`src/rtl/pkt_ins_pkg.sv`:
```
package pkt_ins_pkg;
  localparam int CNT_W  = 13;
  localparam int LINE_W = 12;
  localparam int FID_W  = 3;
  localparam logic [LINE_W-1:0] LINE_ANY = '1;

  // control word, MSB first
  typedef struct packed {
    logic              prog;
    logic [FID_W-1:0]  fid;
    logic [LINE_W-1:0] line;
    logic              irq_en;
    logic              fwait;
    logic              spare;
    logic [CNT_W-1:0]  cnt;
  } pkt_ctrl_t;

  typedef enum logic [2:0] {ST_IDLE, ST_FETCH, ST_SYNC, ST_EMIT, ST_IRQ} st_t;
  typedef enum logic [1:0] {PH_LINK, PH_CTRL, PH_DATA} ph_t;

  function automatic pkt_ctrl_t decode_ctrl(input logic [31:0] w);
    return pkt_ctrl_t'(w);
  endfunction

  // bytes of the current word still belonging to the payload
  function automatic logic [2:0] word_take(input logic [CNT_W-1:0] left);
    return (left >= CNT_W'(4)) ? 3'd4 : left[2:0];
  endfunction

  // payload left after consuming one whole word
  function automatic logic [CNT_W-1:0] after_word(input logic [CNT_W-1:0] left);
    return (left > CNT_W'(4)) ? left - CNT_W'(4) : '0;
  endfunction
endpackage

```
`src/rtl/pkt_sync_gate.sv`:
```
module pkt_sync_gate
  import pkt_ins_pkg::*;
(
  input  logic              clk,
  input  logic              rst_n,
  input  logic              arm,
  input  logic              need_field,
  input  logic [FID_W-1:0]  tgt_fid,
  input  logic [LINE_W-1:0] tgt_line,
  input  logic              vsync,
  input  logic [FID_W-1:0]  field_id,
  input  logic [LINE_W-1:0] line_cnt,
  output logic              go
);
  logic vs_d, field_ok;
  logic vs_rise, fid_hit, line_hit;

  assign vs_rise  = vsync & ~vs_d;
  assign fid_hit  = vs_rise && (field_id == tgt_fid);
  assign line_hit = (tgt_line == LINE_ANY) || (line_cnt == tgt_line);
  assign go       = field_ok && line_hit;

  always_ff @(posedge clk) begin
    if (!rst_n) begin
      vs_d     <= 1'b0;
      field_ok <= 1'b0;
    end else begin
      vs_d <= vsync;
      if (arm)          field_ok <= !need_field || fid_hit;
      else if (fid_hit) field_ok <= 1'b1;
    end
  end


  field_rise_chk: assert property (@(posedge clk) disable iff (!rst_n)
    (!arm && !field_ok) |=> (!field_ok || $past(vs_rise)));
endmodule

```
`src/rtl/pkt_byte_shift.sv`:
```
module pkt_byte_shift (
  input  logic        clk,
  input  logic        rst_n,
  input  logic        load,
  input  logic        shift,
  input  logic [31:0] word,
  output logic [7:0]  byte_out
);
  logic [31:0] sh;
  assign byte_out = sh[7:0];

  always_ff @(posedge clk) begin
    if (!rst_n)     sh <= '0;
    else if (load)  sh <= word;
    else if (shift) sh <= {8'h00, sh[31:8]};
  end
endmodule

```
`src/rtl/pkt_inserter.sv`:
```
module pkt_inserter
  import pkt_ins_pkg::*;
#(
  parameter int ADDR_W = 16
) (
  input  logic              clk,
  input  logic              rst_n,
  input  logic              start,
  input  logic [ADDR_W-1:0] start_ptr,
  output logic              mem_req,
  output logic [ADDR_W-1:0] mem_addr,
  input  logic              mem_rvalid,
  input  logic [31:0]       mem_rdata,
  input  logic              mem_err,
  input  logic              vsync,
  input  logic [LINE_W-1:0] line_cnt,
  input  logic [FID_W-1:0]  field_id,
  output logic [7:0]        out_byte,
  output logic              out_valid,
  output logic              irq,
  output logic              reg_wr,
  output logic [31:0]       reg_addr,
  output logic [31:0]       reg_data,
  output logic              err
);
  localparam logic [ADDR_W-1:0] WSTEP = ADDR_W'(4);

  st_t               state;
  ph_t               phase;
  logic              pend, have_addr;
  logic [ADDR_W-1:0] cur_addr, link;
  pkt_ctrl_t         ctrl, ctrl_in, ctrl_view;
  logic [CNT_W-1:0]  remain;
  logic [2:0]        bleft;
  logic [31:0]       addr_hold;

  // named internal events
  logic rd_done, rd_ok, rd_bad, arm, go, load_word, emit;
  assign rd_done   = (state == ST_FETCH) && pend && mem_rvalid;
  assign rd_ok     = rd_done && !mem_err;
  assign rd_bad    = rd_done && mem_err;
  assign ctrl_in   = decode_ctrl(mem_rdata);
  assign arm       = rd_ok && (phase == PH_CTRL);
  assign ctrl_view = arm ? ctrl_in : ctrl;
  assign load_word = rd_ok && (phase == PH_DATA) && !ctrl.prog;
  assign emit      = (state == ST_EMIT);

  assign mem_req   = (state == ST_FETCH) && !pend;
  assign mem_addr  = cur_addr;
  assign out_valid = emit;
  assign irq       = (state == ST_IRQ) && ctrl.irq_en;
  assign reg_wr    = rd_ok && (phase == PH_DATA) && ctrl.prog && have_addr;
  assign reg_addr  = addr_hold;
  assign reg_data  = mem_rdata;

  pkt_sync_gate u_gate (
    .clk(clk), .rst_n(rst_n), .arm(arm),
    .need_field(ctrl_view.fwait), .tgt_fid(ctrl_view.fid), .tgt_line(ctrl_view.line),
    .vsync(vsync), .field_id(field_id), .line_cnt(line_cnt), .go(go)
  );

  pkt_byte_shift u_shift (
    .clk(clk), .rst_n(rst_n), .load(load_word), .shift(emit),
    .word(mem_rdata), .byte_out(out_byte)
  );

  always_ff @(posedge clk) begin
    if (!rst_n) begin
      state     <= ST_IDLE;
      phase     <= PH_LINK;
      pend      <= 1'b0;
      have_addr <= 1'b0;
      cur_addr  <= '0;
      link      <= '0;
      ctrl      <= '0;
      remain    <= '0;
      bleft     <= '0;
      addr_hold <= '0;
      err       <= 1'b0;
    end else begin
      unique case (state)
        ST_IDLE: if (start) begin
          cur_addr <= start_ptr;
          phase    <= PH_LINK;
          pend     <= 1'b0;
          err      <= 1'b0;
          state    <= ST_FETCH;
        end
        ST_FETCH: begin
          if (mem_req) pend <= 1'b1;
          if (rd_bad) begin
            pend  <= 1'b0;
            err   <= 1'b1;
            state <= ST_IDLE;
          end else if (rd_ok) begin
            pend     <= 1'b0;
            cur_addr <= cur_addr + WSTEP;
            unique case (phase)
              PH_LINK: begin
                link  <= mem_rdata[ADDR_W-1:0];
                phase <= PH_CTRL;
              end
              PH_CTRL: begin
                ctrl      <= ctrl_in;
                remain    <= ctrl_in.cnt;
                have_addr <= 1'b0;
                state     <= ST_SYNC;
              end
              default: begin
                if (ctrl.prog) begin
                  remain    <= after_word(remain);
                  have_addr <= !have_addr;
                  if (!have_addr) addr_hold <= mem_rdata;
                  if (remain <= CNT_W'(4)) state <= ST_IRQ;
                end else begin
                  bleft <= word_take(remain);
                  state <= ST_EMIT;
                end
              end
            endcase
          end
        end
        ST_SYNC: if (go) begin
          phase <= PH_DATA;
          state <= (remain == '0) ? ST_IRQ : ST_FETCH;
        end
        ST_EMIT: begin
          remain <= remain - CNT_W'(1);
          bleft  <= bleft - 3'd1;
          if (remain == CNT_W'(1)) state <= ST_IRQ;
          else if (bleft == 3'd1)  state <= ST_FETCH;
        end
        default: begin
          if (link == '0) state <= ST_IDLE;
          else begin
            cur_addr <= link;
            phase    <= PH_LINK;
            state    <= ST_FETCH;
          end
        end
      endcase
    end
  end


  excl_out_chk: assert property (@(posedge clk) disable iff (!rst_n)
    !(out_valid && reg_wr));

  irq_pulse_chk: assert property (@(posedge clk) disable iff (!rst_n)
    irq |=> !irq);

  one_rd_chk: assert property (@(posedge clk) disable iff (!rst_n)
    mem_req |=> !mem_req);

  abort_chk: assert property (@(posedge clk) disable iff (!rst_n)
    err |-> (!out_valid && !reg_wr && !mem_req));

  prog_quiet_chk: assert property (@(posedge clk) disable iff (!rst_n)
    reg_wr |=> !out_valid);
endmodule

```
`config.mk`:
```
export PLATFORM = sky130hd
export DESIGN_NAME = pkt_inserter
export DESIGN_NICKNAME = d
export VERILOG_FILES = /design/src/rtl/pkt_ins_pkg.sv /design/src/rtl/pkt_sync_gate.sv /design/src/rtl/pkt_byte_shift.sv /design/src/rtl/pkt_inserter.sv
export SDC_FILE = /design/constraint.sdc
export NUM_CORES = 1
export LEC_CHECK = 0
export CORE_MARGIN = 5
export CORE_UTILIZATION = 51
export DETAILED_ROUTE_END_ITERATION = 7
export PLACE_DENSITY = 0.78
export SKIP_CTS_REPAIR_TIMING = 1
export SYNTH_ARGS = -nofsm -noshare
export SYNTH_HDL_FRONTEND = slang
export SYNTH_SLANG_ARGS = --single-unit
```
`constraint.sdc`:
```
create_clock -name clk -period 2.75 [get_ports clk]
set_input_delay 0.55 -clock clk [delete_from_list [all_inputs] [get_ports clk]]
set_output_delay 0.55 -clock clk [all_outputs]
set_load 0.005 [all_outputs]
```
==> impl_metrics.toml, run 1 <==
[run_status]
status = "finished, final reports clean"

[sta]
setup_viol = 0
hold_violations = 0
tns_ns = 0
period_needed_ns = 2.598
finalClockSkew_ns = 0.007067
max_freq_mhz = 385.0
rsz0062_at_grt = "false"
slew_viol_final = 0
fin_crit_sh = 0.9445
relSlewSlack = 0.3117
worst_slack_ns = 0.1525
tightest_slew_ns = 1.029

[global_routing]
antenna_found_initial = 0
grt_first_pass_wirelength_mm = 37.96
grt_pass1_vias = 7350
grt-ovfl-total = 0
grt_start_max_net_pins = 113
grt_use_total = 0.2834

[setup_path]
cp-start-kind = "input port"
end_kind = "flop"
path_class = "input port to flop"
cpMaxStageDelayCell = "clkdlybuf4s50_1"
cp_num_buf_inv = 4
cpMostUsedCell = "buf_4"
worstPathRequired_ns = 3.06
critPathMaxStageDelay_ns = 0.47
path_max_fanout = 18
cp_cell_sequence = "clkdlybuf4s50_1, nand4b_1, or3_1, buf_4, buf_4, a21oi_1, a211oi_2, nor3_1, buf_4, o31ai_1"
crit_family = "simple AND/OR/NAND/NOR gates"
arrival_ns = 2.91

[floorplan]
dieArea_um2 = 16990
die_h_um = 130.4
placementRows = 44
die_w_um = 130.4
start_util = 0.5142
fp.coreArea_um2 = 14370
io_pins = 162

[yosys]
ys.flop_type = "dfxtp_1"
seq_area_frac_synth = 0.3766
ys_types = 65
syn_area_per_cell_um2 = 7.656
synth_area_leaders = "dfxtp_1, nand2_1, a21boi_0"
synth_top_area_share = 0.3766
synth-edff-count = 0
syn_inst = 965
postSynth.asyncResetShare = 0
synth_top_cell_by_area = "dfxtp_1"
ys_ff_latch = 139
yosysMostFrequentCell = "nand2_1"
ys_warn_count = 0
syn_area_um2 = 7388
synth_fp_nets = 1042
ys_top_cells_by_count = "nand2_1, dfxtp_1, a21boi_0, clkbuf_1, nor2_1"

[detailed_routing]
vias = 7738
drc = 0
drt-initial-drc-count = 764
antenna_left = 0
wl_per_cell_um = 18.13
first_pass_iters = 5
drt_wl_total_mm = 23.93
viasPerCell = 5.862

[power]
ir_worst_vdd_mv = 0.4987
power.density_nw_per_um2 = 645.4
p_leak_nw = 3.728

[run]
maxCapViolCount = 0

[clock_network]
worstSkewPairLatency_ns = 0.43
h-tree-depth = 4
cts_root_buffer = "clkbuf_16"
numCtsBuffers = 17
clk_pin_slew_worst_paths_ns = 0.05
tritoncts = "yes"
clk_path_buf_depth = 2
cts.sinks = 139

[placed_design]
place_hpwl_mm = 17.34
gp_congestion = 1.007
portBuffers = 161
preCtsSetupSlack_ns = -0.2456
placed_area_um2 = 9305

[hold_path]
worstHoldPathType = "flop to flop"

[cells_and_area]
nets = 1200
antenna_cells = 0
areaGrowthSynthToFinish_pct = 34.06
drive_gt1_frac = 0.1056
design_area_um2 = 9905
## power breakdown
part	internal, mW	leakage (nW)	switching, mW	total [mW]
registers	2.12	1.12	0.119	2.24
logic	0.884	2.33	1.05	1.93
clock network	1.35	0.277	0.869	2.22
## stage by stage
step | total power [mW] | std cells | hold WS, ns | util
2_1_floorplan | 3.346 | 965 | 0.4319 | -
3_3_place_gp | 4.134 | 1286 | 0.4487 | 0.6476
3_5_place_dp | 4.156 | 1286 | 0.4540 | 0.6476
4_1_cts | 6.378 | 1318 | 0.4633 | 0.6874
5_1_grt | 6.718 | 1320 | 0.4829 | 0.6893
6_report | 6.393 | 1320 | 0.4606 | 0.6893
## per-layer routing
layer  vias to the layer above  GRT usage  share of wire
met2                       377     0.4448           0.45
met5                         -          0              0
met1                      3625     0.3731           0.42
met3                        57    0.08555           0.10
met4                         0    0.09679          0.029
li1                       3679          -              -
## final cells by class
type,instances,area [µm²]
Timing Repair Buffer,239,2220
Clock buffer,21,450.4
Multi-Input combinational cell,699,3999
Inverter,27,101.3
Sequential cell,139,2783
Tap cell,184,230.2
Fill cell,1158,4464
Clock inverter,11,121.4
## sequential cells by signal, summed over array words and instances, names as in the netlist, 2 cells and up
| name | cells |
|---|---|
| link | 16 |
| bleft | 3 |
| state | 3 |
| remain | 13 |
| u_shift.sh | 32 |
| mem_addr | 16 |
| phase | 2 |
| ctrl | 17 |
| reg_addr | 32 |
## layout by cell type, fill, tap and decap left out, types with 10 or more instances in the layout
cell / n
dfxtp_1: 139
a21oi_1: 42
nand3_1: 42
clkdlybuf4s50_1: 159
xor2_1: 11
a22oi_1: 27
nand4_1: 14
nor2_1: 48
buf_4: 76
clkbuf_16: 17
o211a_1: 10
nor3_1: 14
inv_1: 26
o21ai_0: 45
nand2_1: 216
nor2b_1: 17
a21boi_0: 73
a31oi_1: 10
## worst paths after layout
| path | to | slack (ns) | depth (start not counted) | from |
|---|---|---|---|---|
| setup / recovery | state[0]$_SDFFE_PN0P_ | 0.15 | 10 | mem_err |
| setup reg to reg | state[0]$_SDFFE_PN0P_ | 0.17 | 9 | remain[3]$_SDFFE_PN0P_ |
| hold reg to reg | reg_addr[2]$_SDFFE_PN0P_ | 0.46 | 2 | reg_addr[2]$_SDFFE_PN0P_ |
| hold / removal | reg_addr[2]$_SDFFE_PN0P_ | 0.46 | 2 | reg_addr[2]$_SDFFE_PN0P_ |
## cell families (layout without fill, tap and decap cells)
kind of cell,Yosys count,count (layout),share of synthesized area
AO/OA/AOI/OAI,266,266,0.2484
multiplexers,9,9,0.01219
buffers and inverters,127,298,0.08535
adder cells (fa/ha/maj),8,8,0.01355
XOR/XNOR,16,16,0.01897
AND/OR/NAND/NOR,400,400,0.2449
flip-flops,139,139,0.3766
## worst min-delay path, delay by kind of cell (launching register included)
kind            cells  cell delay (ns)
simple gates        1             0.05
compound gates      1             0.05
flops               1             0.31
No activity file was read; power rests on OpenSTA's default activity.
==> inputs of run 2 (changes only) <==
--- a/config.mk
+++ b/config.mk
@@ -8,6 +8,7 @@
 export CORE_MARGIN = 5
 export CORE_UTILIZATION = 51
 export DETAILED_ROUTE_END_ITERATION = 7
+export GPL_ROUTABILITY_DRIVEN = 0
 export PLACE_DENSITY = 0.78
 export SKIP_CTS_REPAIR_TIMING = 1
 export SYNTH_ARGS = -nofsm -noshare
==> impl_metrics.toml, run 2 (same netlist as run 1, synthesis figures left out) <==
[clock_network]
clk_path_buf_depth = 2
cts.sinks = 139
worstSkewPairLatency_ns = 0.43
cts_root_buffer = "clkbuf_16"
clk_pin_slew_worst_paths_ns = 0.06
h-tree-depth = 4
numCtsBuffers = 17
tritoncts = "yes"

[detailed_routing]
drc = 0
first_pass_iters = 5
dr_wl_met3_mm = 2.445
wl_met2_mm = 10.97
vias = 7753
viasPerCell = 5.860
topRoutingLayerUsed = "met4"
drt_wl_total_mm = 24.28
met1_length_mm = 10.07
drt-initial-drc-count = 548
antenna_left = 0
wl_per_cell_um = 18.35

[cells_and_area]
layout_commonest_cell = "nand2_1"
fill_cells = 1173
nets = 1204
final_cells = 1323
antenna_cells = 0
drive_gt1_frac = 0.1124
design_area_um2 = 9980
mostFrequentLayoutCells = "nand2_1, clkdlybuf4s50_1, dfxtp_1"
areaGrowthSynthToFinish_pct = 35.07

[sta]
relSlewSlack = 0.3079
max_freq_mhz = 380.4
hold_violations = 0
slew_viol_final = 0
period_needed_ns = 2.629
tightest_slew_ns = 1.034
finalClockSkew_ns = 0.004807
setup_viol = 0
fin_crit_sh = 0.9559

[setup_path]
path_class = "flop to flop"
arrival_ns = 2.96
path_max_fanout = 5
cp-start-kind = "flop"
worstPathRequired_ns = 3.08
cpMaxStageDelayCell = "or4b_4"
end_kind = "flop"
critPathMaxStageDelay_ns = 0.53
cp_cell_sequence = "inv_1, ha_1, or4b_4, nor2_4, nand4_1, a21oi_1, o21ai_1, or4_1, o31ai_1"
r2r_setup_slack_ns = 0.12

[floorplan]
start_util = 0.5142
fp.coreArea_um2 = 14370
dieArea_um2 = 16990
die_h_um = 130.4
io_pins = 162
die_w_um = 130.4
placementRows = 44

[global_routing]
antenna_found_initial = 0
grt_pass1_vias = 7394
grt_start_max_net_pins = 40
grt-ovfl-total = 0
grt_use_total = 0.2883
grt_first_pass_wirelength_mm = 38.49

[placed_design]
portBuffers = 161
placed_area_um2 = 9308
dp_cells = 1288
place_hpwl_mm = 17.33

[power]
power.density_nw_per_um2 = 657.9
p_leak_nw = 3.771
power.total_mw = 6.565
ir_worst_vdd_mv = 0.4561

[run_status]
status = "finished, final reports clean"

[run]
maxCapViolCount = 0

[hold_path]
worstHoldPathType = "input port to flop"
run 2: changes by cell type in the layout (fill, tap and decap cells not counted), moves of 2 or more:
cell	delta
buf_4	+5
clkbuf_8	+4
clkinv_2	-2
clkinv_4	-2
run 2: worst max-delay path: cells and delay by family, from the launching register on:
kind	cells	cell delay, ns
adder cells (fa/ha/maj)	1	0.20
AO/OA/AOI/OAI	3	0.50
AND/OR/NAND/NOR	4	1.37
flip-flops	1	0.34
buffers and inverters	1	0.11
run 2: through the flow:
stage / setup TNS (ns) / utilization / worst slack, ns / hold slack [ns]
final: 0 / 0.6945 / 0.1214 / 0.4521
after global routing: -0.01561 / 0.6945 / -0.01402 / 0.4593
after CTS: -0.1672 / 0.6905 / -0.09236 / 0.4416
after detailed placement: -1.342 / 0.6478 / -0.2689 / 0.4516
after global placement: -1.078 / 0.6478 / -0.2775 / 0.4479
after floorplan: 0 / - / 0.3032 / 0.4319
run 2: final timing paths:
kind / depth (start not counted) / to / from
worst max register to register: 9 / state[0]$_SDFFE_PN0P_ / remain[3]$_SDFFE_PN0P_
worst min register to register: 2 / reg_addr[9]$_SDFFE_PN0P_ / reg_addr[9]$_SDFFE_PN0P_
worst max-delay path: 9 / state[0]$_SDFFE_PN0P_ / remain[3]$_SDFFE_PN0P_
worst min-delay path: 2 / state[1]$_SDFFE_PN0P_ / rst_n
run 2: routing by layer:
| layer | up-vias | GRT usage |
|---|---|---|
| met4 | 0 | 0.1222 |
| met1 | 3614 | 0.3812 |
| met3 | 57 | 0.07655 |
| met5 | - | 0 |
| met2 | 406 | 0.4463 |
| li1 | 3676 | - |
run 2: where the power goes:
group	internal, mW	switching, mW
Sequential	2.12	0.120
Clock	1.54	0.843
Combinational	0.880	1.06
Total	4.54	2.02
run 2: layout make-up:
class	instances	area [µm²]	area share
multi-input cells	699	4009	0.4017
inverters	27	105.1	0.01053
flip-flops and latches	139	2784	0.2790
clock inverters	6	108.9	0.01091
repair buffers	243	2237	0.2242
well taps	184	230.2	0.02307
clock buffers	25	505.5	0.05065
==> inputs of run 3 (changes only) <==
--- a/config.mk
+++ b/config.mk
@@ -5,6 +5,7 @@
 export SDC_FILE = /design/constraint.sdc
 export NUM_CORES = 1
 export LEC_CHECK = 0
+export CORE_ASPECT_RATIO = 1.75
 export CORE_MARGIN = 5
 export CORE_UTILIZATION = 51
 export DETAILED_ROUTE_END_ITERATION = 7
==> impl_metrics.toml, run 3 (same netlist as run 1, synthesis figures left out) <==
[setup_path]
worstPathRequired_ns = 2.20
path_class = "flop to output pin"
cp_num_buf_inv = 2
crit_family = "buffers and inverters"
arrival_ns = 2.10
end_kind = "output pin"
cpMaxStageDelayCell = "clkdlybuf4s50_1"
cp_cell_sequence = "nor2b_2, nand2_2, clkinv_1, clkdlybuf4s50_1"
reg2reg_to = "state[0]$_SDFFE_PN0P_"
path_max_fanout = 8
cp-start-kind = "flop"
ff2ff_path_depth = 9
critPathMaxStageDelay_ns = 0.56
r2r-start = "remain[2]$_SDFFE_PN0P_"
r2r_setup_slack_ns = 0.19

[sta]
tightest_slew_ns = 1.033
rsz0062_at_grt = "false"
fin_crit_sh = 0.9646
finalClockSkew_ns = 0.01153
setup_viol = 0
slew_viol_final = 0
hold_violations = 0
period_needed_ns = 2.653
relSlewSlack = 0.3089
worst_slack_ns = 0.09740
tns_ns = 0
max_freq_mhz = 377.0

[detailed_routing]
drt_wl_total_mm = 24.74
first_pass_iters = 8
drc = 0
viasPerCell = 5.879
drt-initial-drc-count = 550
antenna_left = 0
wl_per_cell_um = 18.76
vias = 7754

[run]
maxCapViolCount = 0

[power]
clockPowerShare = 0.349
ir_worst_vdd_mv = 0.4276
swShare = 0.3450
combPwrFrac = 0.300
power_frac_seq = 0.351
power.density_nw_per_um2 = 642.1
p_leak_nw = 3.749
switchingPower_mw = 2.207
p_int_mw = 4.190

[global_routing]
antenna_found_initial = 0
grt_start_max_net_pins = 100
grt_use_total = 0.2882
grt_first_pass_wirelength_mm = 39.10
grt_pass1_vias = 7694
grt-ovfl-total = 0

[hold_path]
worstHoldPathType = "flop to flop"
min_from = "reg_addr[3]$_SDFFE_PN0P_"
holdPathEnd = "reg_addr[3]$_SDFFE_PN0P_"
whs_path_depth = 2

[floorplan]
placementRows = 58
die_h_um = 169.2
start_util = 0.5168
dieArea_um2 = 17090
die_w_um = 101.0
io_pins = 162
fp.coreArea_um2 = 14300

[cells_and_area]
nets = 1202
fill_cells = 1164
areaGrowthSynthToFinish_pct = 34.83
drive_gt1_frac = 0.1142
layout_commonest_cell = "nand2_1"
post-route-util = 0.6968
final_cells = 1319
mostFrequentLayoutCells = "nand2_1, clkdlybuf4s50_1, dfxtp_1"

[run_status]
status = "finished, final reports clean"

[placed_design]
place_hpwl_mm = 17.87
portBuffers = 161
dp_cells = 1286
preCtsSetupSlack_ns = -0.2398

[clock_network]
cts.sinks = 139
h-tree-depth = 4
tritoncts = "yes"
clk_path_buf_depth = 2
worstSkewPairLatency_ns = 0.43
numCtsBuffers = 17
cts_root_buffer = "clkbuf_16"
clk_pin_slew_worst_paths_ns = 0.07
==> run 3: worst register-to-register path, cell delays in order, from the launching register on <==
cell,delay (ns)
dfxtp_1,0.31
inv_1,0.10
ha_1,0.20
or4b_4,0.52
nor2_4,0.12
nand4_1,0.24
a21oi_2,0.22
o21ai_2,0.09
or4_1,0.48
o31ai_1,0.19
==> run 3: final cells by class <==
class                           count  area [µm²]  share of cell area
Sequential cell                   139        2783              0.2793
Clock inverter                     15       153.9             0.01545
Multi-Input combinational cell    699        4020              0.4035
Inverter                           27       101.3             0.01017
Timing Repair Buffer              241        2251              0.2259
Tap cell                          180       225.2             0.02261
Antenna cell                        1       2.502           0.0002512
Clock buffer                       17       425.4             0.04270
==> run 3: layer usage <==
metal	part of all wire	vias to the layer above	track usage
li1	-	3679	-
met1	0.37	3668	0.3047
met2	0.52	325	0.5159
met3	0.060	82	0.07158
met4	0.049	0	0.1528
met5	0	-	0
==> run 3: through the flow <==
step	hold slack [ns]	instance area, µm²	power [mW]
after global routing	0.4719	9960	6.684
after CTS	0.4564	9922	6.367
after floorplan	0.4319	7388	3.346
after global placement	0.4416	9343	4.106
after detailed placement	0.4473	9343	4.130
final	0.4548	9962	6.396
==> run 3: power groups by stage <==
stage / logic, mW / clock network (mW) / registers [mW]
2_1_floorplan: 1.09 / 0 / 2.26
3_3_place_gp: 1.83 / 0 / 2.28
3_5_place_dp: 1.85 / 0 / 2.28
4_1_cts: 1.87 / 2.26 / 2.24
5_1_grt: 2.09 / 2.34 / 2.25
6_report: 1.92 / 2.23 / 2.24
==> run 3: worst max path at each step <==
| stage | cells after the start | end | from |
|---|---|---|---|
| 2_1_floorplan | 8 | phase[0]$_SDFFE_PN0P_ | mem_err |
| 3_3_place_gp | 9 | phase[0]$_SDFFE_PN0P_ | mem_err |
| 3_5_place_dp | 8 | phase[0]$_SDFFE_PN0P_ | mem_err |
| 4_1_cts | 6 | reg_wr | state[1]$_SDFFE_PN0P_ |
| 5_1_grt | 9 | state[0]$_SDFFE_PN0P_ | remain[2]$_SDFFE_PN0P_ |
| 6_report | 4 | out_valid | state[0]$_SDFFE_PN0P_ |
